===== src/rtl/thermal_guard.sv =====
module thermal_guard #(
  parameter int TW = 8,
  parameter int CW = 8
) (
  input  logic          clk,
  input  logic          rst_n,
  input  logic          chan_in,
  input  logic          latch_en,
  input  logic [TW-1:0] hot_temp,
  input  logic [TW-1:0] cool_temp,
  input  logic [CW-1:0] load_cur,
  input  logic [TW-1:0] grad_thr,
  input  logic [TW-1:0] shut_thr,
  input  logic [TW-1:0] restart_thr,
  input  logic [TW-1:0] flag_clr_thr,
  input  logic [CW-1:0] lim_high,
  input  logic [CW-1:0] lim_low,
  output logic          stage_enable,
  output logic          low_limit_sel,
  output logic          clamp_req,
  output logic          thermal_flag
);

  typedef enum logic [1:0] {ST_RUN, ST_PL, ST_SD} st_t;

  st_t           st;
  logic          latched_q;
  logic [TW-1:0] gradient;
  logic          grad_over, sd_over, trip, sd_entry;
  logic [CW-1:0] active_lim;

  assign gradient   = (hot_temp > cool_temp) ? hot_temp - cool_temp : '0;
  assign grad_over  = gradient > grad_thr;
  assign sd_over    = hot_temp > shut_thr;
  assign trip       = (st == ST_RUN) && chan_in && (sd_over || grad_over);
  assign sd_entry   = ((st == ST_RUN) && chan_in && sd_over) || ((st == ST_PL) && sd_over);
  assign active_lim = low_limit_sel ? lim_low : lim_high;

  assign stage_enable = chan_in && (st == ST_RUN) && !latched_q;
  assign clamp_req    = stage_enable && (load_cur >= active_lim);

  always_ff @(posedge clk) begin
    if (!rst_n) begin
      st            <= ST_RUN;
      latched_q     <= 1'b0;
      low_limit_sel <= 1'b0;
      thermal_flag  <= 1'b0;
    end else begin
      case (st)
        ST_RUN: if (chan_in && sd_over) st <= ST_SD;
                else if (chan_in && grad_over) st <= ST_PL;
        ST_PL:  if (sd_over) st <= ST_SD;
                else if (!grad_over) st <= ST_RUN;
        ST_SD:  if (hot_temp < restart_thr) st <= ST_RUN;
        default: st <= ST_RUN;
      endcase

      if (sd_entry) low_limit_sel <= 1'b1;
      else if (!chan_in) low_limit_sel <= 1'b0;

      if (trip) thermal_flag <= 1'b1;
      else if ((st == ST_RUN) && (hot_temp < flag_clr_thr)) thermal_flag <= 1'b0;

      if (!latch_en) latched_q <= 1'b0;
      else if (trip) latched_q <= 1'b1;
    end
  end

  p_reset_state_r1: assert property (@(posedge clk)
    !rst_n |=> (!thermal_flag && !low_limit_sel && !latched_q));

  p_grad_off_r3: assert property (@(posedge clk) disable iff (!rst_n)
    (stage_enable && grad_over && !sd_over) |=> (!stage_enable && thermal_flag));

  p_sd_low_r4: assert property (@(posedge clk) disable iff (!rst_n)
    (stage_enable && sd_over) |=> (!stage_enable && low_limit_sel));

  p_pl_keeps_high_r5: assert property (@(posedge clk) disable iff (!rst_n)
    ((st == ST_RUN) && chan_in && grad_over && !sd_over && !low_limit_sel) |=> !low_limit_sel);

  p_flag_hold_r6: assert property (@(posedge clk) disable iff (!rst_n)
    (thermal_flag && (hot_temp >= flag_clr_thr)) |=> thermal_flag);

  p_latch_hold_r7: assert property (@(posedge clk) disable iff (!rst_n)
    (latched_q && latch_en) |=> !stage_enable);

  p_clamp_no_flag_r8: assert property (@(posedge clk) disable iff (!rst_n)
    (!thermal_flag && clamp_req && !grad_over && !sd_over) |=> !thermal_flag);

endmodule


===== config.mk =====
export PLATFORM = sky130hd
export DESIGN_NAME = thermal_guard
export DESIGN_NICKNAME = d
export VERILOG_FILES = /design/src/rtl/thermal_guard.sv
export SDC_FILE = /design/constraint.sdc
export NUM_CORES = 1
export LEC_CHECK = 0
export BUFFER_PORTS_ARGS = -buffer_cell sky130_fd_sc_hd__buf_2
export CAP_MARGIN = 10
export CORE_UTILIZATION = 45
export CTS_CLUSTER_DIAMETER = 100
export DETAILED_ROUTE_END_ITERATION = 10
export PLACE_DENSITY = 0.81
export SYNTH_ARGS = -nofsm -noshare
export SYNTH_HDL_FRONTEND = slang
export SYNTH_SLANG_ARGS = --single-unit

===== constraint.sdc =====
create_clock -name clk -period 5.7 [get_ports clk]
set_clock_uncertainty 0.1 [all_clocks]
set_input_delay 0.285 -clock clk [delete_from_list [all_inputs] [get_ports clk]]
set_output_delay 0.285 -clock clk [all_outputs]
set_load 0.1 [all_outputs]

# [Word level (Yosys, flattened, before mapping)]
# Index checks and enable logic that the tools add are counted.
[op_classes] n_reduce_logical=16 n_addsub=1 order_cmp=6 n_eq_ne=6 mux=12
[ops] cell="$gt A8 B8 Y1" count=3
[ops] cell="$lt A8 B8 Y1" count=2
[ops] cell="$mux W8" count=2
[ops] cell="$mux W2" count=5
[ops] cell="$logic_and A1 B1 Y1" count=9
[ops] cell="$ge A8 B8 Y1" count=1
[ops] cell="$sub A8 B8 Y8" count=1
[ops] cell="$pmux W2 S3" count=1
[ops] cell="$mux W1" count=4
[ops] cell="$ne A3 B1 Y1 const B" count=1
[ops] cell="$ne A3 B3 Y1 const B" count=1
[ops] cell="$reduce_and A3 Y1" count=1
[ops] cell="$eq A2 B1 Y1 const B" count=1
[ops] cell="$eq A2 B2 Y1 const B" count=1
[ops] cell="$logic_not A2 Y1" count=1
[ops] cell="$logic_or A1 B1 Y1" count=2
[ops] cell="$ne A2 B1 Y1 const B" count=1
[ops] cell="$ne A2 B2 Y1 const B" count=1
[ops] cell="$reduce_and A2 Y1" count=1
[ops] cell="$reduce_bool A2 Y1" count=1
[ops] cell="$logic_not A1 Y1" count=1
[word_totals] output_inout_bits=4 in_bits=76 word_cells=45 ff_bits=5

# [Depth between registers and ports, before layout]
# Gate-level depths: netlist of the first run.
[logic_depth] word_depth=7 ltp_mapped=16 mapped_depth_nobuf=16

# [Worst setup path after synthesis of the first run]
# OpenSTA, ideal clock, no wires.
[synth_path] kind="register to output" start="reg low_limit_sel" end="out clamp_req" path_stages_with_launch=10 slack_ns=0.803 required_ns=5.315 n_path_buf=1 arrival_ns=4.512 cell_sequence="dfxtp_1 clkbuf_1 mux2_2 ha_1 nand2b_1 a21o_1 a211oi_1 o21ai_0 a21oi_1 nor3_1"
[synth_via] elab_chain_len=3
[synth_rtl] item="from (decl)" line="19" source="output logic low_limit_sel,"
[synth_rtl] item="from (signal assigned)" line="46" source="low_limit_sel <= 1'b0;"
[synth_rtl] item="from (signal assigned)" line="58" source="if (sd_entry) low_limit_sel <= 1'b1;"
[synth_rtl] item="from (signal assigned)" line="59" source="else if (!chan_in) low_limit_sel <= 1'b0;"
[synth_rtl] item="$mux W8" line="37" source="assign active_lim = low_limit_sel ? lim_low : lim_high;"
[synth_rtl] item="$ge A8 B8 Y1" line="40" source="assign clamp_req = stage_enable && (load_cur >= active_lim);"
[synth_rtl] item="$logic_and A1 B1 Y1" line="40"
[synth_rtl] item="to (decl)" line="20" source="output logic clamp_req,"
# Every way passes these cells.

# [Worst setup path in the final report of the first run]
# Ends and elaborated chain as after synthesis.

==> flow_summary_export.csv, run 1 <==
group,metric,value,unit
setup_path,crit_path_end_kind,"output pin",
logic_synthesis,ys_ff_latch,5,
clock_network,clockBufferDepth,2,
clock_network,postCtsHoldBufs,0,
logic_synthesis,postSynthNetCount,327,
final_layout,area_growth,30.2,%
sta,drv_slew,0,
floorplanning,die_h,61.1,um
floorplanning,start_util,0.471,
global_route,antenna_found_initial,0,
floorplanning,die_w,61.1,um
logic_synthesis,syn_area_per_cell,7.71,um^2
clock_network,root_buffer,"clkbuf_4",
sta,rsz0062_at_grt,"no",
final_layout,fin_util,0.614,
clock_network,clk_pin_slew,0.05,ns
sta,setup_violations,0,
route,routed_wl,3820,um
floorplanning,ios,80,
sta,holdWs,0.201,ns
setup_path,start_kind,"register",
min_path,hp-class,"input pin to register",
logic_synthesis,synth-main-ff-cell,"dfxtp_1",
clock_network,clock_latency,0.24,ns
placed_design,place.gp.congestion,0.848,
route,drc,0,
logic_synthesis,synth-edff-count,0,
final_layout,antenna-diode-count,0,
final_layout,fin_nets,410,
global_route,overflow,0,
setup_path,critical_path_class,"register to output pin",
clock_network,post_cts_buffers,0,
clock_network,tritoncts,"yes",
sta,tightest_slew,0.486,ns
logic_synthesis,synth_top_cell_by_area,"ha_1",
logic_synthesis,yosys.cell_types.count,41,
outcome,status,"finished, final reports clean",
sta,layout_min_cycle_time,3.08,ns
placed_design,dpl.cell_count,328,
global_route,grt_usage,0.224,
sta,hold_viol,0,
logic_synthesis,synth-async-reset-ratio,0,
setup_path,crit_required,5.32,ns
setup_path,cp_slowest_cell,"dfxtp_1",
clock_network,cts_buffers,3,
sta,fmaxAchievable,325,MHz
route,dr_total_vias,1742,
logic_synthesis,synth.top_cell.area_share,0.366,
global_route,grt_pass1_vias,1604,
setup_path,critical-path-max-stage-delay,0.61,ns
floorplanning,core,0.00334,mm^2
setup_path,critical_path_buf_inv_count,1,
placed_design,portBuffers,79,
route,vias_per_cell,5.25,
logic_synthesis,synthTopCellsByArea,"ha_1 37%, inv_1 9.8%, dfxtp_1 6.4%",
setup_path,cp_max_fo,10,
placed_design,dp_hpwl,3470,um
floorplanning,die_area,0.00374,mm^2
clock_network,post_cts_resized,0,
logic_synthesis,synth_area,0.00157,mm^2
final_layout,final_cell_count_no_fill,332,
sta,setup-tns-final,0,ns
min_path,worstHoldStart,"latch_en",
route,wl_per_cell,11.5,um
setup_path,regToRegStartpoint,"st[1]",
route,first_pass_iters,4,
setup_path,cp_top_family,"compound AO/OA/AOI/OAI gates",
global_route,grt_max_degree,11,
logic_synthesis,ys_warn_count,0,
setup_path,cp-startpoint,"low_limit_sel",
setup_path,cp_cell_sequence,"mux2_2 > ha_1 > nand2b_1 > a21o_1 > a211oi_1 > o21ai_0 > a21oi_1 > nor3_1 > buf_2",
job,maxCapViolCount,0,
logic_synthesis,yosysSeqAreaShare,0.0636,
power_and_ir_drop,irDropWorstVdd,0.0576,mV
clock_network,clock_sink_count,5,
clock_network,cts_max_level,1,
final_layout,n_fill_cell,329,
power_and_ir_drop,p_leak,1.20,nW
route,postRouteAntennaNets,0,
sta,period_share,0.540,
sta,max_slew_margin,0.676,
setup_path,crit_arrival,2.69,ns
final_layout,layout-drive-gt1-share,0.318,
power_and_ir_drop,cellPowerDensity,130,mW/mm^2
placed_design,place_area,0.00202,mm^2
final_layout,fin_area,0.00205,mm^2
floorplanning,rows,21,
route,drt_iter0_markers,56,
logic_synthesis,synthCells,204,
global_route,grt_first_pass_wirelength,6350,um
==> layer usage <==
metal  vias up  routed length [um]  track usage
met4         0                  70       0.0552
li1        897                   -            -
met5         -                   0            0
met1       767                1580        0.242
met3         9                 246       0.0273
met2        69                1920        0.450
==> cell families (layout without fill, tap and decap cells) <==
group	after synthesis	count (layout)	synth area share
buffers and inverters	42	124	0.100
AND/OR/NAND/NOR	46	46	0.155
multiplexers	8	8	0.0517
flip-flops	5	5	0.0636
XOR/XNOR	3	3	0.0167
AO/OA/AOI/OAI	53	53	0.234
adder cells (fa/ha/maj)	47	47	0.379
==> registers in the layout, indices dropped and copies added (netlist names) <==
signal	cells
st	2
low_limit_sel	1
thermal_flag	1
latched_q	1
==> cell type report <==
type,count,area (um^2),share of cell area
Clock buffer,4,26.3,0.0128
Multi-Input combinational cell,157,1320,0.642
Inverter,41,154,0.0751
Timing Repair Buffer,79,395,0.193
Sequential cell,5,100,0.0489
Tap cell,46,57.6,0.0281
==> through the flow <==
stage	total power, mW	worst slack (ns)
5_1_grt	0.294	2.44
6_report	0.266	2.62
4_1_cts	0.269	2.60
3_5_place_dp	0.226	2.44
2_1_floorplan	0.169	0.803
3_3_place_gp	0.220	2.49
==> cells in the mapped netlist, types with 3 or more instances <==
library cell / count
inv_1: 41
nor2b_1: 3
dfxtp_1: 5
nand4_1: 8
mux2i_1: 7
o21ai_0: 10
ha_1: 46
nor2_1: 14
a21o_1: 7
nand2_1: 6
a21oi_1: 16
nor3_1: 6
==> path summary, 6_finish.rpt <==
check / endpoint / slack, ns / cells after the start
max: clamp_req / 2.62 / 9
min: latched_q / 0.20 / 3
max reg2reg: thermal_flag / 4.45 / 4
min reg2reg: thermal_flag / 0.38 / 2
==> report_power, final <==
part	internal, mW	leakage [nW]	switching, mW
sequential	0.0380	0.0409	0.00374
combinational	0.0806	1.15	0.103
clock	0.0265	0.0150	0.0150
total	0.145	1.20	0.121
==> layout by cell type (no fill, tap or decap), types with 2 or more instances in the layout <==
master     Yosys  final
dfxtp_1        5      5
nand4_1        8      8
nor2b_1        3      3
o211ai_1       2      2
nor2_1        14     14
a21oi_1       16     16
inv_1         41     41
o22a_1         2      2
xor2_1         2      2
o21ai_0       10     10
a32o_1         2      2
nor3_1         6      6
nand3_1        2      2
o2111ai_1      2      2
mux2i_1        7      7
a21o_1         7      7
ha_1          46     46
clkbuf_4       0      3
nand2_1        6      6
buf_2          0     79
==> tightest hold or removal path: cells and delay by family <==
family,cells,cell delay [ns]
AOI/OAI and AO/OA,1,0.06
buffers and inverters,1,0.10
and+or+nand+nor,1,0.07
No activity file was read; power rests on OpenSTA's default activity.
==> inputs of run 2 (changes only) <==
--- a/config.mk
+++ b/config.mk
@@ -5,12 +5,13 @@
 export SDC_FILE = /design/constraint.sdc
 export NUM_CORES = 1
 export LEC_CHECK = 0
+export ABC_AREA = 1
 export BUFFER_PORTS_ARGS = -buffer_cell sky130_fd_sc_hd__buf_2
 export CAP_MARGIN = 10
 export CORE_UTILIZATION = 45
 export CTS_CLUSTER_DIAMETER = 100
 export DETAILED_ROUTE_END_ITERATION = 10
-export PLACE_DENSITY = 0.81
+export PLACE_DENSITY = 0.8
 export SYNTH_ARGS = -nofsm -noshare
 export SYNTH_HDL_FRONTEND = slang
 export SYNTH_SLANG_ARGS = --single-unit
==> constraint.sdc (replaced) <==
create_clock -name clk -period 3.05 [get_ports clk]
set_clock_uncertainty 0.1 [all_clocks]
set_input_delay 0.1525 -clock clk [delete_from_list [all_inputs] [get_ports clk]]
set_output_delay 0.1525 -clock clk [all_outputs]
set_load 0.1 [all_outputs]
==> flow_summary_export.csv, run 2 <==
group,metric,value,unit
outcome,status,"finished, final reports clean",
final_layout,regMostFlops,"st",
logic_synthesis,yosysSeqAreaShare,0.0597,
setup_path,cp_max_fo,7,
sta,hold_viol,0,
global_route,grt_pass1_vias,1676,
floorplanning,core,0.00344,mm^2
sta,drv_slew,0,
route,wl_per_cell,9.77,um
route,drc,0,
clock_network,cts_max_level,1,
sta,fmaxAchievable,374,MHz
final_layout,antenna-diode-count,0,
clock_network,clockBufferDepth,2,
global_route,overflow,0,
global_route,grt_usage,0.206,
job,maxCapViolCount,0,
final_layout,regArea,101,um^2
floorplanning,rows,21,
final_layout,multi_input_area,0.00134,mm^2
power_and_ir_drop,irDropWorstVdd,0.127,mV
logic_synthesis,postSynthNetCount,388,
placed_design,dp_hpwl,3450,um
setup_path,cp_cell_sequence,"buf_2 > inv_1 > ha_1 > fa_1 > o21ai_1 > nand2_1 > o211ai_2 > nand2_2 > nor3_1 > ha_1 > a21oi_1 > nor2_1 > nor2_1 > nand2_1 > nand2_1 > nand2_1 > nand2_1 > nand2_1 > nand2_1 > nor2_1",
global_route,grt_util_met2,0.345,
setup_path,crit_required,3.07,ns
route,dr_total_vias,1878,
floorplanning,ios,80,
sta,layout_min_cycle_time,2.68,ns
logic_synthesis,synth_common_cells,"62 x nand2_1, 60 x inv_1, 46 x ha_1",
final_layout,mostFrequentLayoutCell,"buf_2",
final_layout,area_growth,29.5,%
clock_network,tritoncts,"yes",
logic_synthesis,synth_most_common_cell,"nand2_1",
global_route,grt_use_met3,0.0164,
placed_design,place.gp.congestion,0.909,
sta,tightest_slew,0.489,ns
setup_path,critical_path_class,"input pin to register",
global_route,grt_first_pass_wirelength,6820,um
logic_synthesis,synth.top_cell.area_share,0.344,
clock_network,cts_buffers,3,
logic_synthesis,synth-main-ff-cell,"dfxtp_1",
final_layout,n_fill_cell,345,
setup_path,cp_top_family,"simple AND/OR/NAND/NOR gates",
route,drt_iter0_markers,98,
route,postRouteAntennaNets,0,
floorplanning,die_area,0.00397,mm^2
clock_network,post_cts_buffers,0,
global_route,grt_max_degree,11,
clock_network,postCtsHoldBufs,0,
global_route,use_met1,0.280,
clock_network,post_cts_resized,0,
floorplanning,die_w,63.0,um
logic_synthesis,synthCells,265,
min_path,hp-class,"input pin to register",
logic_synthesis,yosys.cell_types.count,27,
logic_synthesis,synth-edff-count,0,
final_layout,final_cell_mix,"79 x buf_2, 62 x nand2_1, 60 x inv_1",
setup_path,cpMostUsedCell,"nand2_1",
setup_path,critical_path_buf_inv_count,2,
final_layout,layout-drive-gt1-share,0.254,
setup_path,critical-path-max-stage-delay,0.41,ns
final_layout,largest_reg_flops,2,
clock_network,clock_latency,0.22,ns
logic_synthesis,syn_area_per_cell,6.32,um^2
logic_synthesis,synth_top_cell_by_area,"ha_1",
power_and_ir_drop,p_leak,1.39,nW
route,routed_wl,3840,um
power_and_ir_drop,cellPowerDensity,274,mW/mm^2
setup_path,start_kind,"input pin",
clock_network,clk_pin_slew,0.04,ns
floorplanning,start_util,0.487,
logic_synthesis,synth-async-reset-ratio,0,
setup_path,crit_path_end_kind,"register",
route,first_pass_iters,4,
global_route,antenna_found_initial,0,
sta,rsz0062_at_grt,"no",
sta,period_share,0.877,
logic_synthesis,ys_warn_count,0,
final_layout,fin_nets,471,
route,vias_per_cell,4.78,
setup_path,rrSetupSlack,1.84,ns
floorplanning,die_h,63.0,um
setup_path,cp_slowest_cell,"fa_1",
logic_synthesis,ys_ff_latch,5,
placed_design,portBuffers,79,
power_and_ir_drop,power,0.595,mW
sta,setup_violations,0,
setup_path,crit_arrival,2.70,ns
clock_network,root_buffer,"clkbuf_8",
clock_network,clock_sink_count,5,
sta,max_slew_margin,0.677,
sta,setup-tns-final,0,ns
logic_synthesis,synth_area,0.00168,mm^2
global_route,grt-busiest-layer,"met2",
logic_synthesis,synthTopCellsByArea,"ha_1 34%, nand2_1 14%, inv_1 13%",
run 2: cell count changes in the layout (fill, tap and decap cells not counted), moves of 4 or more:
cell and delta:
nand4_1 -4, a21oi_1 +12, nor2_1 +5, nand3_1 +4, o21ai_0 -6, nand2_1 +56
inv_1 +19, a21o_1 -4
run 2: cell families (layout without fill, tap and decap cells):
logic type,after synthesis,in the layout,synth area share
and+or+nand+nor,99,99,0.246
buffers and inverters,62,144,0.140
adders and majority gates,47,47,0.355
AOI/OAI and AO/OA,43,43,0.146
muxes,8,8,0.0485
DFF,5,5,0.0597
xor gates and xnor gates,1,1,0.00523
run 2: final timing paths:
check                           cells after the start        end        start
worst max-delay path                               20      st[0]  hot_temp[0]
worst min-delay path                                3  latched_q     latch_en
worst max register to register                      5      st[1]        st[1]
worst min register to register                      2  latched_q    latched_q
run 2: power by group:
| part | switching, mW | leakage [nW] | internal, mW |
|---|---|---|---|
| sequential | 0.00990 | 0.0414 | 0.0745 |
| clock | 0.0343 | 0.0228 | 0.0899 |
| combinational | 0.233 | 1.33 | 0.153 |
| total | 0.277 | 1.39 | 0.318 |
run 2: final cells by class:
type                       count  share of cell area
tap                           46              0.0265
inverter                      61               0.106
timing repair buffer          79               0.182
sequential                     5              0.0467
multi-input combinational    198               0.618
clock buffer                   4              0.0208
run 2: worst reg2reg max path, cell delays in order, from the launching register on:
cell      delay (ns)
dfxtp_1         0.31
nor2_1          0.26
nand2_1         0.11
inv_1           0.09
o211ai_1        0.12
a21oi_1         0.15
run 2: through the flow:
step | util | setup WS, ns | hold WS (ns) | area [um^2] | instances
2_1_floorplan | - | 0.171 | 0.169 | 1680 | 265
3_3_place_gp | 0.617 | 0.259 | 0.284 | 2120 | 389
3_5_place_dp | 0.617 | 0.165 | 0.297 | 2120 | 389
4_1_cts | 0.630 | 0.394 | 0.0609 | 2170 | 393
5_1_grt | 0.630 | 0.0927 | 0.0728 | 2170 | 393
6_report | 0.630 | 0.374 | 0.0635 | 2170 | 393
run 2: metal layers:
| metal | part of all wire | wire, um |
|---|---|---|
| met5 | 0 | 0 |
| met4 | 0.0096 | 37 |
| met3 | 0.073 | 281 |
| met2 | 0.45 | 1730 |
| met1 | 0.47 | 1790 |
==> inputs of run 3 (changes only) <==
--- a/config.mk
+++ b/config.mk
@@ -8,10 +8,11 @@
 export ABC_AREA = 1
 export BUFFER_PORTS_ARGS = -buffer_cell sky130_fd_sc_hd__buf_2
 export CAP_MARGIN = 10
-export CORE_UTILIZATION = 45
+export CORE_UTILIZATION = 48
 export CTS_CLUSTER_DIAMETER = 100
 export DETAILED_ROUTE_END_ITERATION = 10
-export PLACE_DENSITY = 0.8
+export PLACE_DENSITY = 0.84
+export SKIP_LAST_GASP = 1
 export SYNTH_ARGS = -nofsm -noshare
 export SYNTH_HDL_FRONTEND = slang
 export SYNTH_SLANG_ARGS = --single-unit
==> flow_summary_export.csv, run 3 (synthesis results as in run 2) <==
group,metric,value,unit
global_route,grt_pass1_vias,1576,
final_layout,fin_util,0.645,
floorplanning,die_area,0.00373,mm^2
power_and_ir_drop,cellPowerDensity,257,mW/mm^2
route,top_layer_used,"met4",
floorplanning,rows,21,
clock_network,postCtsHoldBufs,0,
power_and_ir_drop,p_leak,1.39,nW
floorplanning,die_w,61.1,um
clock_network,post_cts_buffers,0,
floorplanning,start_util,0.502,
global_route,antenna_found_initial,0,
clock_network,clock_sink_count,5,
final_layout,mostFrequentLayoutCell,"buf_2",
floorplanning,ios,80,
final_layout,regMostFlops,"st",
sta,period_share,0.873,
global_route,grt_max_degree,11,
global_route,grt_usage,0.204,
final_layout,final_cell_mix,"79 x buf_2, 62 x nand2_1, 60 x inv_1",
setup_path,crit_path_end_kind,"register",
power_and_ir_drop,power,0.553,mW
power_and_ir_drop,irDropWorstVdd,0.113,mV
clock_network,clk_pin_slew,0.05,ns
route,postRouteAntennaNets,0,
placed_design,dpl.cell_count,389,
sta,max_slew_margin,0.679,
clock_network,cts_max_level,1,
sta,rsz0062_at_grt,"no",
floorplanning,die_h,61.1,um
route,vias_per_cell,4.75,
clock_network,clock_latency,0.25,ns
route,drt_iter0_markers,62,
route,wl_met1,1800,um
route,wl_per_cell,9.45,um
global_route,overflow,0,
route,dr_wl_met3,213,um
route,drc,0,
setup_path,crit_required,3.10,ns
placed_design,portBuffers,79,
sta,hold_viol,0,
floorplanning,core,0.00334,mm^2
placed_design,place.gp.congestion,0.898,
placed_design,dp_hpwl,3330,um
setup_path,critical_path_buf_inv_count,2,
clock_network,clockBufferDepth,2,
min_path,hp-class,"input pin to register",
setup_path,cp_cell_sequence,"buf_2 > inv_1 > ha_1 > fa_1 > o21ai_1 > nand2_1 > o211ai_2 > nand2_2 > nor3_1 > ha_1 > a21oi_1 > nor2_1 > nor2_1 > nand2_1 > nand2_1 > nand2_1 > nand2_1 > nand2_1 > nand2_1 > nor2_1",
final_layout,fin_nets,471,
clock_network,tritoncts,"yes",
clock_network,root_buffer,"clkbuf_4",
global_route,grt_first_pass_wirelength,5920,um
route,routed_wl,3710,um
outcome,status,"finished, final reports clean",
route,dr_wl_met2,1660,um
final_layout,largest_reg_flops,2,
sta,setup_violations,0,
sta,layout_min_cycle_time,2.66,ns
setup_path,start_kind,"input pin",
setup_path,cpMostUsedCell,"nand2_1",
clock_network,cts_buffers,3,
route,dr_total_vias,1868,
route,first_pass_iters,6,
sta,tightest_slew,0.484,ns
setup_path,cp_top_family,"simple AND/OR/NAND/NOR gates",
setup_path,cp_slowest_cell,"fa_1",
sta,drv_slew,0,
setup_path,cp_max_fo,7,
job,maxCapViolCount,0,
sta,holdWs,0.0174,ns
setup_path,critical_path_class,"input pin to register",
final_layout,layout-drive-gt1-share,0.254,
sta,setup-tns-final,0,ns
final_layout,area_growth,28.4,%
setup_path,critical-path-max-stage-delay,0.41,ns
final_layout,final_cell_count_no_fill,393,
final_layout,antenna-diode-count,0,
clock_network,post_cts_resized,0,
setup_path,crit_arrival,2.71,ns
sta,fmaxAchievable,376,MHz
==> run 3: cell count changes in the layout (fill, tap and decap cells not counted) <==
cell and delta:
clkbuf_4 +3, clkbuf_8 -3
==> run 3: final timing paths <==
path | startpoint | end | slack, ns | depth (start not counted)
worst max register to register | st[1] | st[1] | 1.83 | 5
worst min register to register | latched_q | latched_q | 0.35 | 2
worst max-delay path | hot_temp[0] | st[0] | 0.39 | 20
worst min-delay path | latch_en | latched_q | 0.02 | 3
==> run 3: metal layers <==
metal,global-route usage,vias to the layer above
met4,0.0357,0
met3,0.00210,5
li1,-,1029
met5,0,-
met2,0.377,68
met1,0.269,766
==> run 3: power by group <==
group / switching (mW) / leakage, nW / internal [mW]
combinational: 0.234 / 1.33 / 0.153
sequential: 0.00970 / 0.0414 / 0.0743
clock: 0.0316 / 0.0150 / 0.0497
==> run 3: layout make-up <==
| cell class | instances | area, um^2 |
|---|---|---|
| timing repair buffer | 79 | 395 |
| multi-input combinational | 198 | 1340 |
| clock buffer | 4 | 26.3 |
| sequential | 5 | 101 |
| inverter | 61 | 229 |
| tap | 46 | 57.6 |
| fill | 323 | 1190 |
==> run 3: per-stage QoR <==
step                worst slack (ns)  cell area [um^2]
floorplan                      0.171              1680
global placement               0.264              2120
detailed placement             0.145              2120
CTS                            0.372              2150
global route                   0.120              2150
finish                         0.388              2150
==> run 3: worst reg2reg max path: stages, from the launching register on <==
cell and delay [ns]:
dfxtp_1 0.32, nor2_1 0.24, nand2_1 0.12, inv_1 0.09
o211ai_1 0.13, a21oi_1 0.15
